### src/rtl/fic_pkg.sv
package fic_pkg;
  localparam int ST_TX  = 0;
  localparam int ST_RX  = 1;
  localparam int ST_ERR = 2;
  localparam int ST_W   = 3;

  localparam int EF_WFULL  = 0;
  localparam int EF_RSTALL = 1;
  localparam int EF_TMO    = 2;
  localparam int EF_W      = 3;
endpackage

### src/rtl/fic_level_req.sv
module fic_level_req #(
  parameter int DEPTH = 16,
  parameter bit IS_RX = 1'b0,
  localparam int CW = $clog2(DEPTH + 1)
) (
  input  logic          clk,
  input  logic          rst_n,
  input  logic [CW-1:0] count,
  input  logic [2:0]    code,
  output logic          req
);
  logic [CW-1:0] thr;
  logic          req_d;

  generate
    if (IS_RX) begin : g_rx
      always_comb begin
        case (code)
          3'd0:    thr = CW'(DEPTH / 8);
          3'd1:    thr = CW'(DEPTH / 4);
          3'd2:    thr = CW'(DEPTH / 2);
          3'd3:    thr = CW'((3 * DEPTH) / 4);
          3'd4:    thr = CW'((7 * DEPTH) / 8);
          default: thr = CW'(DEPTH);
        endcase
        req_d = (count >= thr);
      end
    end else begin : g_tx
      always_comb begin
        case (code[1:0])
          2'd0:    thr = '0;
          2'd1:    thr = CW'(DEPTH / 4);
          2'd2:    thr = CW'(DEPTH / 2);
          default: thr = CW'((3 * DEPTH) / 4);
        endcase
        req_d = (count <= thr);
      end
    end
  endgenerate

  always_ff @(posedge clk or negedge rst_n) begin
    if (!rst_n) req <= 1'b0;
    else        req <= req_d;
  end

  generate
    if (IS_RX) begin : g_rx_chk
      assert_rx_full_R2: assert property (@(posedge clk) disable iff (!rst_n)
        (count == CW'(DEPTH)) |=> req);
    end else begin : g_tx_chk
      assert_tx_empty_R1: assert property (@(posedge clk) disable iff (!rst_n)
        (count == '0) |=> req);
    end
  endgenerate
endmodule

### src/rtl/fic_wait_timer.sv
module fic_wait_timer #(
  parameter int MW_W = 8
) (
  input  logic            clk,
  input  logic            rst_n,
  input  logic            hold_off,
  input  logic [MW_W-1:0] max_wait,
  output logic            tmo
);
  logic [MW_W-1:0] cnt_q, cnt_d;
  logic            timer_on;

  always_comb begin
    timer_on = (max_wait != '0);
    tmo      = hold_off && timer_on && (cnt_q == max_wait);
    if (!hold_off || !timer_on || tmo) cnt_d = '0;
    else                                cnt_d = cnt_q + 1'b1;
  end

  always_ff @(posedge clk or negedge rst_n) begin
    if (!rst_n) cnt_q <= '0;
    else        cnt_q <= cnt_d;
  end

  assert_cnt_needs_hold_R5: assert property (@(posedge clk) disable iff (!rst_n)
    (cnt_q != '0) |-> $past(hold_off));
  assert_off_stays_idle_R6: assert property (@(posedge clk) disable iff (!rst_n)
    (max_wait == '0) |=> (cnt_q == '0));
endmodule

### src/rtl/fic_err_flags.sv
module fic_err_flags #(
  parameter int N = 3
) (
  input  logic         clk,
  input  logic         rst_n,
  input  logic [N-1:0] set_ev,
  input  logic         clr_we,
  input  logic [N-1:0] clr_bits,
  output logic [N-1:0] flags
);
  logic [N-1:0] clr_mask, flags_d;

  always_comb begin
    clr_mask = clr_we ? clr_bits : '0;
    flags_d  = (flags & ~clr_mask) | set_ev;
  end

  always_ff @(posedge clk or negedge rst_n) begin
    if (!rst_n) flags <= '0;
    else        flags <= flags_d;
  end

  for (genvar i = 0; i < N; i++) begin : g_chk
    assert_w1c_R7: assert property (@(posedge clk) disable iff (!rst_n)
      (clr_we && clr_bits[i] && !set_ev[i]) |=> !flags[i]);
    assert_set_wins_R8: assert property (@(posedge clk) disable iff (!rst_n)
      set_ev[i] |=> flags[i]);
  end
endmodule

### src/rtl/fifo_irq_ctrl.sv
module fifo_irq_ctrl #(
  parameter int WDEPTH = 16,
  parameter int RDEPTH = 16,
  parameter int MW_W   = 8,
  localparam int WCW = $clog2(WDEPTH + 1),
  localparam int RCW = $clog2(RDEPTH + 1)
) (
  input  logic            clk,
  input  logic            rst_n,
  input  logic [WCW-1:0]  wr_count,
  input  logic [RCW-1:0]  rd_count,
  input  logic [1:0]      tx_lvl,
  input  logic [2:0]      rx_lvl,
  input  logic            wfull_err_en,
  input  logic            rstall_err_en,
  input  logic [MW_W-1:0] max_wait,
  input  logic            wfull_ev,
  input  logic            rstall_ev,
  input  logic            hold_off,
  input  logic            mask_we,
  input  logic [2:0]      mask_wdata,
  input  logic            err_clr_we,
  input  logic [2:0]      err_clr_bits,
  output logic [2:0]      raw_status,
  output logic [2:0]      masked_status,
  output logic [2:0]      err_flags,
  output logic            xfer_abort,
  output logic            irq
);
  import fic_pkg::*;

  logic                tx_req, rx_req, tmo;
  logic [EF_W-1:0]     err_set;
  logic [ST_W-1:0]     mask_q, mask_d;
  logic                abort_d;

  fic_level_req #(.DEPTH(WDEPTH), .IS_RX(1'b0)) u_tx_lvl (
    .clk(clk), .rst_n(rst_n), .count(wr_count), .code({1'b0, tx_lvl}), .req(tx_req));

  fic_level_req #(.DEPTH(RDEPTH), .IS_RX(1'b1)) u_rx_lvl (
    .clk(clk), .rst_n(rst_n), .count(rd_count), .code(rx_lvl), .req(rx_req));

  fic_wait_timer #(.MW_W(MW_W)) u_timer (
    .clk(clk), .rst_n(rst_n), .hold_off(hold_off), .max_wait(max_wait), .tmo(tmo));

  always_comb begin
    err_set            = '0;
    err_set[EF_WFULL]  = wfull_ev && wfull_err_en;
    err_set[EF_RSTALL] = rstall_ev && rstall_err_en;
    err_set[EF_TMO]    = tmo;
  end

  fic_err_flags #(.N(EF_W)) u_err (
    .clk(clk), .rst_n(rst_n), .set_ev(err_set),
    .clr_we(err_clr_we), .clr_bits(err_clr_bits), .flags(err_flags));

  always_comb begin
    mask_d  = mask_we ? mask_wdata : mask_q;
    abort_d = tmo;
  end

  always_ff @(posedge clk or negedge rst_n) begin
    if (!rst_n) begin
      mask_q     <= '0;
      xfer_abort <= 1'b0;
    end else begin
      mask_q     <= mask_d;
      xfer_abort <= abort_d;
    end
  end

  always_comb begin
    raw_status         = '0;
    raw_status[ST_TX]  = tx_req;
    raw_status[ST_RX]  = rx_req;
    raw_status[ST_ERR] = |err_flags;
    masked_status      = raw_status & mask_q;
    irq                = |masked_status;
  end

  assert_abort_sets_flag_R5: assert property (@(posedge clk) disable iff (!rst_n)
    xfer_abort |-> err_flags[EF_TMO]);
  assert_masked_off_quiet_R10: assert property (@(posedge clk) disable iff (!rst_n)
    (mask_we && mask_wdata == 3'b000) |=> !irq);
endmodule

### config.mk
export PLATFORM = sky130hd
export DESIGN_NAME = fifo_irq_ctrl
export DESIGN_NICKNAME = d
export VERILOG_FILES = /design/src/rtl/fic_pkg.sv /design/src/rtl/fic_level_req.sv /design/src/rtl/fic_wait_timer.sv /design/src/rtl/fic_err_flags.sv /design/src/rtl/fifo_irq_ctrl.sv
export SDC_FILE = /design/constraint.sdc
export NUM_CORES = 1
export LEC_CHECK = 0
export CAP_MARGIN = 30
export CORE_MARGIN = 8
export CORE_UTILIZATION = 42
export DETAILED_ROUTE_END_ITERATION = 7
export PLACE_DENSITY_LB_ADDON = 0.05
export SLEW_MARGIN = 0
export SYNTH_ARGS = -nofsm -noshare
export SYNTH_HDL_FRONTEND = slang
export SYNTH_SLANG_ARGS = --single-unit
### constraint.sdc
create_clock -name clk -period 2.3 [get_ports clk]
set_input_delay 0.345 -clock clk [delete_from_list [all_inputs] [get_ports clk]]
set_output_delay 0.345 -clock clk [all_outputs]
set_load 0.02 [all_outputs]
---- Yosys cells after proc, flatten, opt, wreduce, memory -nomap -nowiden ----
Index checks and enable logic that the tools add are counted.
W data, S select, Z words.
storage, ports and cells
  register bits after elaboration ......... 17
  output and inout port bits .............. 11
  input bits .............................. 38
operators by class
  bitwise logic cells ..................... 4
  reduce and logical (&&, ||, !) cells .... 13
  mux-type cells .......................... 4
  $add $sub $neg .......................... 1
  equality and inequality tests ........... 7
  magnitude comparators ................... 2
operators by type and width
  cell                   count
  $pmux W5 S5            1
  $pmux W4 S3            1
  $add A8 B1 Y8 const B  1
  $eq A8 B8 Y1           1
  $mux W8                1
  $reduce_bool A8 Y1     1
  $and A3 B3 Y3          2
  $eq A3 B2 Y1 const B   2
  $reduce_or A3 Y1       2
  $ge A5 B5 Y1           1
  $le A5 B4 Y1           1
  $logic_and A1 B1 Y1    4
  $eq A3 B1 Y1 const B   1
  $eq A3 B3 Y1 const B   1
  $logic_not A3 Y1       1
  $mux W3                1
  $not A3 Y3             1
  $or A3 B3 Y3           1
  $eq A2 B1 Y1 const B   1
  $eq A2 B2 Y1 const B   1
  $logic_not A1 Y1       2
  $logic_not A2 Y1       1
  $logic_or A1 B1 Y1     2

---- Logic depth before layout (Yosys ltp) ----
  depth in word-level cells ............... 5
  depth in mapped cells ................... 6
  depth with buffers taken out ............ 6

---- Modules after synthesis ----
From an unflattened synthesis, not the netlist that was laid out.
unflattened totals
  cell total of the unflattened synthesis .. 101
  area, all modules ....................... 1064.8 um^2
by module, submodules not included
  module                    seq. area each (um^2)  area an instance (um^2)  cells each  instances
  fic_wait_timer            200.2                  525.5                    48          1
  fifo_irq_ctrl             100.1                  200.2                    17          1
  fic_level_req (u_rx_lvl)  25.0                   140.1                    16          1
  fic_err_flags             75.1                   108.9                    9           1
  fic_level_req (u_tx_lvl)  25.0                   90.1                     11          1

---- Worst setup path after synthesis ----
No wires, ideal clock.
  kind .................................... flip-flop to output port
  from .................................... reg u_err.flags[0]
  to ...................................... out irq
  data required time ...................... 1955 ps
  cell stages (with the launch flop) ...... 5
  buffers on the path ..................... 0
  arrival time ............................ 1486 ps
  setup slack ............................. 469 ps
  cell sequence ........................... dfrtp_1 > or3_1 > and2_1 > nor3_1 > inv_1
on the way
  cells in the longest elaborated chain, start to end .. 3
ends and longest elaborated chain
  what                        RTL line             text
  start, declared             fic_err_flags.sv:9   output logic [N-1:0] flags
  start signal, assigned      fic_err_flags.sv:20  else flags <= flags_d;
  $reduce_or A3 Y1            fifo_irq_ctrl.sv:76  raw_status[ST_ERR] = |err_flags;
  named net raw_status[2]     fifo_irq_ctrl.sv:24  output logic [2:0] raw_status,
  $and A3 B3 Y3               fifo_irq_ctrl.sv:77  masked_status = raw_status & mask_q;
  named net masked_status[2]  fifo_irq_ctrl.sv:25  output logic [2:0] masked_status,
  $reduce_or A3 Y1            fifo_irq_ctrl.sv:78  irq = |masked_status;
  end, declared               fifo_irq_ctrl.sv:28  output logic irq
The timed path passes the listed nets, and every way through them passes these cells.

---- Worst setup path after layout ----
  from .................................... reg u_err.flags[0]
  to ...................................... out masked_status[2]
on the way
  cells in the longest elaborated chain, start to end .. 2
ends and longest elaborated chain
  what              RTL line
  $reduce_or A3 Y1  fifo_irq_ctrl.sv:76
  $and A3 B3 Y3     fifo_irq_ctrl.sv:77
  end, declared     fifo_irq_ctrl.sv:25
Every way passes these cells.

==> summary.txt <==
TritonCTS clock tree = done
RSZ-0062 raised after global routing = false
Minimum clock period = 2.158 ns
Worst hold-check path type = in2async
Sequential area share after synthesis = 43.65%
Fmax = 463.4 MHz
Delay-heaviest family, CP = simple AND/OR/NAND/NOR gates
Initial Utilization = 44.06%
Slew margin rel. = 50.60%
Yosys top cell area share = 43.65%
Reg2Reg Launch Point = u_timer.cnt_q[3]
Synthesized Nets = 141
Crit path max-delay cell type = clkdlybuf4s50_1
Main synth FF type = dfrtp_1
FP Rows = 17
Num ports = 49
Final core utilization = 67.70%
Die height = 64.18 µm
Dpl ws = 0.2715 ns
Worst vdd ir = 0.4631 mV
Largest net degree at the start of global routing = 18
Crit path max fanout = 3
Total CTS buffers = 3
Nets = 191
Via/cell ratio = 4.827
Crit path to = masked_status[2]
Startpoint type of the worst setup path = flip-flop
Avg Cell Area, Syn = 10.15 µm²
Clock Skew = 0.01201 ns
Area leader, netlist = dfrtp_1
Routed vias = 835
Tcrit/Tclk final = 93.83%
Status = finished, final reports clean
Cell Area, Synth = 974.7 µm²
Clk_lat worst skew = 0.29 ns
Post-Layout Cell Count = 173
CP required = 1.96 ns
Crit path kind = reg2out
Reg2reg setup slack = 0.99 ns
Initial antenna violation count = 0
Setup bufs post-CTS = 0
FF+latch count, synth = 17
Max incr delay on CP = 0.54 ns
Distinct cells, synth = 26
Clk buf depth = 2
Bufs and invs on worst path = 1
Worst EP arrival = 1.81 ns
Setup TNS = 0 ns
Hold Vio Cnt, Final = 0
Number of nets with antenna violations after routing = 0
Die width = 64.18 µm
Synth cell count leaders = dfrtp_1 (17), nor2_1 (11), xnor2_1 (10)
Synth top area cells = dfrtp_1 (44%), ha_1 (9.0%), xnor2_1 (9.0%)
Pwr/cell area = 462.3 mW/mm²
Core ar. = 0.002212 mm²
Area post-placement = 0.001471 mm²
Layout area overhead = 53.66%
Placed Cells = 169
DR iter-0 viols = 9
Cells after Synth = 96
Placer Congestion = 0.7838
Setup crit end kind = output pin
Cell with the most instances after synthesis = dfrtp_1
CP Launch Point = u_err.flags[0]
Final Cell Area = 0.001498 mm²
Asr flop ratio synth = 100.0%
DRT Pass-1 Iters = 2
Final WS setup = 0.1419 ns
WL/cell = 12.72 µm
First-pass GRT wire length = 3.643 mm
CTS H-tree depth = 1
Post-synth EDFFs = 0
Worst Reg-to-Reg Cells = 4
Drt total wl = 2.201 mm
DR DRC count = 0
Final Max Tran Viols = 0
Fill count = 190
# clock sinks = 17
Total global routing track utilization = 10.92%
Worst-margin pin slew = 0.7388 ns
Inserted Diodes = 0
Crit-path cells = or3_1 -> and2_1 -> clkdlybuf4s50_1
Vias in the first global route = 849
Root buf cell = clkbuf_4
Clk pin slew, worst setup/hold paths = 0.10 ns
Congestion Overflow GR = 0
Instance count on the critical path = 3
Max-cap violations = 0
Lkg Pwr = 0.0006575 µW
R2r endpoint = u_timer.cnt_q[2]
Syn. warnings = 0
Input/output buffers = 48
Die area = 0.004118 mm²
Post-DP HPWL = 1.969 mm
Share of cells above drive strength 1 = 6.207%
# setup viols final = 0
## layer usage
layer  share of wire (%)  vias up  global-route usage [%]
li1                    -      429                       -
met1                  41      374                   11.90
met2                  50       30                   18.44
met3                 8.7        2                   5.749
met4                0.91        0                   2.452
met5                   0        -                       0
## worst min path at each step
stage                           from                to  slack (ns)  depth (start not counted)
floorplan                      rst_n         mask_q[0]        0.05                          0
global placement    u_timer.cnt_q[0]  u_timer.cnt_q[0]        0.48                          1
detailed placement         mask_q[2]         mask_q[2]        0.49                          1
CTS                            rst_n        xfer_abort        0.50                          1
global route        u_timer.cnt_q[0]  u_timer.cnt_q[0]        0.54                          1
finish                         rst_n        xfer_abort        0.48                          1
## cell families (layout without fill, tap and decap cells)
kind of cell,Yosys count,in the layout,share of synthesized area (%)
mux,5,5,5.520
simple gates,31,31,15.92
buf+inv,10,59,4.621
xor+xnor,14,14,12.58
compound gates,12,12,8.729
fa+ha+maj,7,7,8.985
flops,17,17,43.65
## area by class of cell
cell class / instances / area [µm²] / area share [%]
multi-input combinational: 69 / 504.2 / 33.67
timing repair buffer: 48 / 479.2 / 32.00
sequential: 17 / 425.4 / 28.40
tap: 28 / 35.03 / 2.339
inverter: 7 / 26.28 / 1.754
clock buffer: 3 / 22.52 / 1.504
clock inverter: 1 / 5.005 / 0.3342
## per-stage QoR
step	hold slack, ns	power, µW
detailed placement	0.4935	549.9
global placement	0.4849	545.0
finish	0.4808	692.3
floorplan	0.04941	429.2
global route	0.5374	736.7
CTS	0.5048	704.2
## power by group
part / leakage (µW) / internal, µW / switching (µW) / total, µW
clock: 0.0000177 / 64.6 / 90.5 / 155
sequential: 0.000219 / 317 / 12.7 / 330
combinational: 0.000420 / 124 / 83.4 / 208
total: 0.000658 / 506 / 187 / 692
## cells in the final DEF (no fill, tap or decap), types with 3 or more instances in the layout
master	synthesis	final
and2_1	3	3
mux2_2	3	3
nand2_1	4	4
nand3_1	4	4
dfrtp_1	17	17
xnor2_1	10	10
xor2_1	4	4
o21ai_0	3	3
a21oi_1	3	3
inv_1	7	7
nor2_1	11	11
ha_1	7	7
clkdlybuf4s50_1	0	47
clkbuf_4	0	3
## timing repair
| action | CTS | global route |
|---|---|---|
| setup endpoints to repair | 1 | 0 |
| resized for setup | 1 | 0 |
| hold buffers | 0 | 0 |
## state kept, by name, indices dropped and copies added (netlist names)
signal,cells
u_timer.cnt_q,8
mask_q,3
u_err.flags,3
u_rx_lvl.req,1
u_tx_lvl.req,1
xfer_abort,1
No activity file was read; power rests on OpenSTA's default activity.
